===== src/rtl/wrr_arb_pkg.sv =====
package wrr_arb_pkg;
    typedef enum logic [1:0] {
        ST_ARB  = 2'd0,
        ST_GAP  = 2'd1,
        ST_WAIT = 2'd2,
        ST_BUSY = 2'd3
    } arb_state_e;
endpackage


===== src/rtl/arb_rr_pick.sv =====
module arb_rr_pick #(
    parameter int N  = 7,
    parameter int IW = $clog2(N)
) (
    input  logic [N-1:0]  cand_i,
    input  logic [IW-1:0] last_i,
    output logic          any_o,
    output logic [IW-1:0] idx_o
);
    int   pos;
    logic found;

    always_comb begin
        any_o = |cand_i;
        idx_o = last_i;
        found = 1'b0;
        pos   = 0;
        for (int k = 1; k <= N; k++) begin
            pos = (int'(last_i) + k) % N;
            if (!found && cand_i[pos]) begin
                idx_o = pos[IW-1:0];
                found = 1'b1;
            end
        end
    end
endmodule


===== src/rtl/arb_weight_ctr.sv =====
module arb_weight_ctr #(
    parameter int WW = 8
) (
    input  logic          clk,
    input  logic          rst_n,
    input  logic          en_i,
    input  logic [WW-1:0] weight_i,
    input  logic          hi_pend_i,
    input  logic          lo_pend_i,
    input  logic          fire_i,
    output logic          pick_hi_o
);
    logic [WW-1:0] cnt_q;
    logic [WW-1:0] eff;
    logic          lo_turn_q;

    assign eff = (cnt_q == '0) ? weight_i : cnt_q;

    always_comb begin
        if (!en_i)
            pick_hi_o = hi_pend_i;
        else if (weight_i == '0)
            pick_hi_o = hi_pend_i && !lo_pend_i;
        else
            pick_hi_o = hi_pend_i && !(lo_turn_q && lo_pend_i);
    end

    always_ff @(posedge clk or negedge rst_n) begin
        if (!rst_n) begin
            cnt_q     <= '0;
            lo_turn_q <= 1'b0;
        end else if (fire_i) begin
            if (pick_hi_o) begin
                if (eff <= WW'(1)) begin
                    cnt_q     <= weight_i;
                    lo_turn_q <= 1'b1;
                end else begin
                    cnt_q     <= eff - WW'(1);
                end
            end else begin
                cnt_q     <= weight_i;
                lo_turn_q <= 1'b0;
            end
        end
    end

    // a served low turn is consumed
    p_lo_clear_r4: assert property (@(posedge clk) disable iff (!rst_n)
        (fire_i && en_i && weight_i != '0 && lo_turn_q && lo_pend_i) |=> !lo_turn_q);
endmodule


===== src/rtl/wrr_bus_arbiter.sv =====
module wrr_bus_arbiter
    import wrr_arb_pkg::*;
#(
    parameter int NUM_M = 7,
    parameter int WGT_W = 8,
    parameter int BRK_W = 4
) (
    input  logic             clk,
    input  logic             rst_n,
    input  logic [NUM_M-1:0] req_i,
    input  logic             frame_i,
    input  logic             irdy_i,
    input  logic             wrr_en_i,
    input  logic [NUM_M-1:0] hi_prio_i,
    input  logic [WGT_W-1:0] weight_i,
    input  logic [BRK_W-1:0] broken_lim_i,
    input  logic [NUM_M-1:0] park_dis_i,
    output logic [NUM_M-1:0] gnt_o,
    output logic             broken_irq_o
);
    localparam int IW = $clog2(NUM_M);

    arb_state_e     state_q, state_d;
    logic [IW-1:0]  cur_idx_q, pend_idx_q, win_idx, park_idx;
    logic           pend_req_q;
    logic [BRK_W-1:0] wait_cnt_q;
    logic [IW-1:0]  last_q   [2];
    logic [IW-1:0]  pick_idx [2];
    logic [NUM_M-1:0] grp_cand [2];
    logic [1:0]     grp_any;
    logic           bus_busy, any_req, fire, pick_hi, timeout, change;

    assign bus_busy    = frame_i | irdy_i;
    assign any_req     = |req_i;
    assign grp_cand[0] = req_i & ~hi_prio_i;
    assign grp_cand[1] = req_i & hi_prio_i;

    for (genvar g = 0; g < 2; g++) begin : g_grp
        arb_rr_pick #(.N(NUM_M), .IW(IW)) u_pick (
            .cand_i (grp_cand[g]),
            .last_i (last_q[g]),
            .any_o  (grp_any[g]),
            .idx_o  (pick_idx[g])
        );
    end

    arb_weight_ctr #(.WW(WGT_W)) u_wgt (
        .clk       (clk),
        .rst_n     (rst_n),
        .en_i      (wrr_en_i),
        .weight_i  (weight_i),
        .hi_pend_i (grp_any[1]),
        .lo_pend_i (grp_any[0]),
        .fire_i    (fire),
        .pick_hi_o (pick_hi)
    );

    assign win_idx  = pick_hi ? pick_idx[1] : pick_idx[0];
    assign park_idx = park_dis_i[cur_idx_q] ? IW'(0) : cur_idx_q;
    assign fire     = (state_q == ST_ARB) && !bus_busy && any_req;
    assign change   = any_req ? ((win_idx != cur_idx_q) || (gnt_o == '0))
                              : ((park_idx != cur_idx_q) || (gnt_o == '0));
    assign timeout  = (broken_lim_i != '0) && !bus_busy &&
                      (({1'b0, wait_cnt_q} + (BRK_W+1)'(1)) == {1'b0, broken_lim_i});

    // next state
    always_comb begin
        state_d = state_q;
        unique case (state_q)
            ST_ARB: begin
                if (bus_busy)                state_d = ST_BUSY;
                else if (change)             state_d = ST_GAP;
                else if (any_req)            state_d = ST_WAIT;
            end
            ST_GAP:  state_d = pend_req_q ? ST_WAIT : ST_ARB;
            ST_WAIT: begin
                if (frame_i)                 state_d = ST_BUSY;
                else if (timeout)            state_d = ST_ARB;
            end
            ST_BUSY: if (!bus_busy)          state_d = ST_ARB;
        endcase
    end

    always_ff @(posedge clk or negedge rst_n) begin
        if (!rst_n) state_q <= ST_ARB;
        else        state_q <= state_d;
    end

    // outputs and datapath
    always_ff @(posedge clk or negedge rst_n) begin
        if (!rst_n) begin
            gnt_o        <= NUM_M'(1);
            broken_irq_o <= 1'b0;
            cur_idx_q    <= '0;
            pend_idx_q   <= '0;
            pend_req_q   <= 1'b0;
            wait_cnt_q   <= '0;
            last_q[0]    <= IW'(NUM_M-1);
            last_q[1]    <= IW'(NUM_M-1);
        end else begin
            broken_irq_o <= 1'b0;
            unique case (state_q)
                ST_ARB: begin
                    if (!bus_busy) begin
                        if (any_req) begin
                            last_q[pick_hi] <= win_idx;
                            wait_cnt_q      <= '0;
                            if (change) begin
                                gnt_o      <= '0;
                                pend_idx_q <= win_idx;
                                pend_req_q <= 1'b1;
                            end
                        end else if (change) begin
                            gnt_o      <= '0;
                            pend_idx_q <= park_idx;
                            pend_req_q <= 1'b0;
                        end
                    end
                end
                ST_GAP: begin
                    gnt_o      <= NUM_M'(1) << pend_idx_q;
                    cur_idx_q  <= pend_idx_q;
                    wait_cnt_q <= '0;
                end
                ST_WAIT: begin
                    if (!frame_i && timeout) begin
                        gnt_o        <= '0;
                        broken_irq_o <= 1'b1;
                    end else if (!bus_busy) begin
                        wait_cnt_q <= wait_cnt_q + BRK_W'(1);
                    end
                end
                ST_BUSY: ;
            endcase
        end
    end

    // at most one grant
    p_onehot_r1: assert property (@(posedge clk) disable iff (!rst_n)
        $onehot0(gnt_o));
    // grant moves between masters only through a zero cycle
    p_gap_zero_r6: assert property (@(posedge clk) disable iff (!rst_n)
        (gnt_o != '0 && $past(gnt_o) != '0) |-> gnt_o == $past(gnt_o));
    // interrupt is a single-cycle pulse
    p_irq_pulse_r7: assert property (@(posedge clk) disable iff (!rst_n)
        broken_irq_o |=> !broken_irq_o);
    // interrupt only with the grant withdrawn
    p_irq_gnt_r7: assert property (@(posedge clk) disable iff (!rst_n)
        broken_irq_o |-> gnt_o == '0);
    // grant frozen during a transaction
    p_hold_busy_r10: assert property (@(posedge clk) disable iff (!rst_n)
        (state_q == ST_BUSY) |=> $stable(gnt_o));
endmodule


===== config.mk =====
export PLATFORM = sky130hd
export DESIGN_NAME = wrr_bus_arbiter
export DESIGN_NICKNAME = d
export VERILOG_FILES = /design/src/rtl/wrr_arb_pkg.sv /design/src/rtl/arb_rr_pick.sv /design/src/rtl/arb_weight_ctr.sv /design/src/rtl/wrr_bus_arbiter.sv
export SDC_FILE = /design/constraint.sdc
export NUM_CORES = 1
export LEC_CHECK = 0
export BUFFER_PORTS_ARGS = -buffer_cell sky130_fd_sc_hd__buf_2
export CAP_MARGIN = 20
export CORE_MARGIN = 2
export CORE_UTILIZATION = 31
export DETAILED_ROUTE_END_ITERATION = 8
export PLACE_DENSITY_LB_ADDON = 0.1
export SYNTH_ARGS = -nofsm -noshare
export SYNTH_HDL_FRONTEND = slang
export SYNTH_HIERARCHICAL = 1
export SYNTH_SLANG_ARGS = --single-unit

===== constraint.sdc =====
create_clock -name clk -period 11.9 [get_ports clk]
set_input_delay 2.38 -clock clk [delete_from_list [all_inputs] [get_ports clk]]
set_output_delay 2.38 -clock clk [all_outputs]
set_load 0.01 [all_outputs]

==> run_results.csv <==
group,metric,value,unit
cts,cts.sinks,36,
timing,slew_viol_final,0,
routing,drt_iter0_markers,499,
final_layout,stdcell_area,7990,µm²
worst_hold_path,hp-start,"gnt_o[2]$_DFFE_PN0P_",
routing,wl_per_cell,17.4,µm
cts,cts_tree,"built",
final_layout,layoutNonFillerInstCount,1277,
synthesis,synth_nets,1041,
synthesis,synth_top_area_share,10.4,%
synthesis,yosysTopAreaCell,"dfrtp_1",
cts,post_cts_buffers,0,
synthesis,syn-instance-count,953,
cts,cts_root_buf,"clkbuf_16",
global_route,grt_overflow,0,
placement,gp_congestion,0.873,
worst_setup_path,crit_type,"reg2reg",
worst_hold_path,holdCritPathClass,"reg2reg",
timing,fin_crit_sh,58.9,%
synthesis,ys_ff_latch,36,
flow_run,drv_cap,0,
global_route,grt_pass1_wl,36500,µm
worst_setup_path,cp.required,12.13,ns
timing,min_period,7.01,ns
routing,drt_drc_violations_left,0,
die,die_w,159,µm
synthesis,synth.avg_cell_area,7.81,µm²
worst_setup_path,rr_startpoint,"last_q[3]$_DFFE_PN0P_",
cts,clock_latency,0.29,ns
placement,dpl.cell_count,1268,
worst_setup_path,crit_chain,"buf_4 -> inv_1 -> ha_1 -> xor2_1 -> inv_1 -> ha_1 -> ha_1 -> a211oi_1 -> and2_1 -> o21a_1 -> o221ai_1 -> o32ai_1 -> o2bb2ai_1 -> and4_1 -> nor2_1 -> a21oi_1 -> o22ai_1 -> mux2i_1 -> a21boi_0 -> a31oi_1 -> and2b_1 -> o41ai_4 -> a22o_1",
final_layout,area_growth,7.36,%
cts,cts.path.max_buffers,2,
worst_setup_path,path_buf_inv,3,
worst_setup_path,end_kind,"flip-flop",
timing,fmax,143,MHz
die,die_area,25300,µm²
synthesis,ys_warn_count,6,
final_layout,fin_nets,1044,
cts,htreeDepth,2,
global_route,antenna_found_initial,0,
global_route,grt_max_degree,46,
timing,worst_pin_slew,1.10,ns
run_status,outcome,"finished, final reports clean",
timing,relSlewSlack,26.4,%
synthesis,synthArstFlopShare,100,%
routing,via_per_inst,5.72,
cts,cts_buffers,5,
worst_setup_path,crit_start,"last_q[3]$_DFFE_PN0P_",
placement,port_buffers,45,
timing,finalClockSkew,0.00804,ns
routing,vias,7310,
routing,wl,22200,µm
die,start_util,31.6,%
placement,hpwlAfterDp,16400,µm
final_layout,drive_gt1_share,16.9,%
worst_setup_path,crit_arrival,7.23,ns
synthesis,netlist_top_cells_count,"nand2_1 (96), nor2_1 (69), ha_1 (50)",
worst_setup_path,critical-path-top-delay-family,"compound AO/OA/AOI/OAI gates",
synthesis,synth_flop_cell,"dfrtp_1",
worst_setup_path,cpPeakStageDelay,0.89,ns
synthesis,synth_edf_count,0,
cts,clkSlewWorstSetupHoldPaths,0.06,ns
worst_setup_path,cp_slowest_cell,"a211oi_1",
cts,ctsHoldBuffers,0,
die,core-area,23500,µm²
final_layout,n_fill_cell,2522,
synthesis,syn_area,7450,µm²
synthesis,yosysMostFrequentCell,"nand2_1",
worst_setup_path,worst_setup_path_start_kind,"flip-flop",
timing,fin_tns_setup,0,ns
die,die_h,159,µm
die,fp-row-count,56,
synthesis,synthTopCellsByArea,"dfrtp_1 (10%), ha_1 (8.4%), nand2_1 (4.8%)",
synthesis,synthDistinctLibCells,119,
routing,final_antenna_net_count,0,
die,ios,46,
cts,cts-resized-gates,0,
placement,placed_area,7830,µm²
routing,first_pass_iters,5,
synthesis,yosysSeqAreaShare,12.2,%
worst_setup_path,crit_top_cell,"ha_1",
global_route,grt_pass1_vias,6821,
global_route,grt_usage,17.1,%
timing,setup_viol,0,
timing,rsz0062_at_grt,"false",
worst_setup_path,cp_max_fo,42,
timing,hold_viol,0,
## flip-flops by register name, indices dropped and copies added (netlist names)
| signal | count |
|---|---|
| u_wgt/cnt_q | 8 |
| gnt_o | 7 |
| last_q | 6 |
| wait_cnt_q | 4 |
| cur_idx_q | 3 |
| pend_idx_q | 3 |
| state_q | 2 |
| broken_irq_o | 1 |
| pend_req_q | 1 |
| u_wgt/lo_turn_q | 1 |
## kinds of logic after synthesis
group,synth area share [%]
and+or+nand+nor,24.2
AOI/OAI and AO/OA,31.6
buffers and inverters,6.81
muxes,11.5
adders and majority gates,8.40
xor gates and xnor gates,5.26
DFF,12.2
## worst paths after layout
| kind | to | slack [ns] | depth (start not counted) |
|---|---|---|---|
| worst max register to register | gnt_o[0]$_DFFE_PN1P_ | 4.89 | 23 |
| min in group asynchronous | u_wgt/cnt_q[6]$_DFFE_PN0P_ | 2.19 | 1 |
| max in group asynchronous | pend_req_q$_DFFE_PN0P_ | 9.16 | 1 |
| worst min register to register | gnt_o[2]$_DFFE_PN0P_ | 0.52 | 1 |
| worst min-delay path | gnt_o[2]$_DFFE_PN0P_ | 0.52 | 1 |
| worst max-delay path | gnt_o[0]$_DFFE_PN1P_ | 4.89 | 23 |
## through the flow
step	util, %	setup WS, ns	hold WS, ns
after detailed placement	33.2	5.01	0.510
after floorplan	-	5.67	0.491
after CTS	33.9	4.97	0.526
final	34.0	4.89	0.520
after global routing	33.9	4.23	0.537
after global placement	33.2	5.08	0.515
## area by class of cell
class | count | area (µm²) | share of cell area [%]
clock inverter | 2 | 35.0 | 0.438
clock buffer | 6 | 129 | 1.61
antenna | 1 | 2.50 | 0.0313
inverter | 48 | 181 | 2.27
sequential | 36 | 907 | 11.3
multi-input combinational | 809 | 6030 | 75.5
tap | 319 | 399 | 4.99
timing repair buffer | 56 | 308 | 3.85
## per-layer routing
layer  GRT usage, %  vias to the layer above  routed length (µm)
li1               -                     3610                   -
met1           25.5                     3486               11200
met2           27.0                      189                9720
met3           1.51                       25                 974
met4           3.60                        0                 362
met5              0                        -                   0
## cells in the final DEF, fill, tap and decap left out, types with 9 or more instances in the layout
cell	Yosys	final
or3_1	9	9
a211o_1	10	10
mux2i_1	35	35
nor3_1	15	15
xnor2_1	32	32
nand3_1	24	24
nor2b_1	17	17
o22ai_1	11	11
a31oi_1	30	30
nor2_1	69	69
nand2_1	96	96
a211oi_1	18	18
ha_1	50	50
a21o_1	11	11
o31ai_1	10	10
buf_2	15	45
and3_1	9	9
o211ai_1	11	11
and2_1	17	17
dfrtp_1	31	31
nand2b_1	14	14
inv_1	45	45
o21ai_0	42	42
mux2_2	26	26
nand4_1	9	9
buf_4	5	11
a21oi_1	46	46
nor4_1	10	10
Power is not shown: default switching activity piles up to over one toggle a cycle in this logic, so the estimate is an artifact.
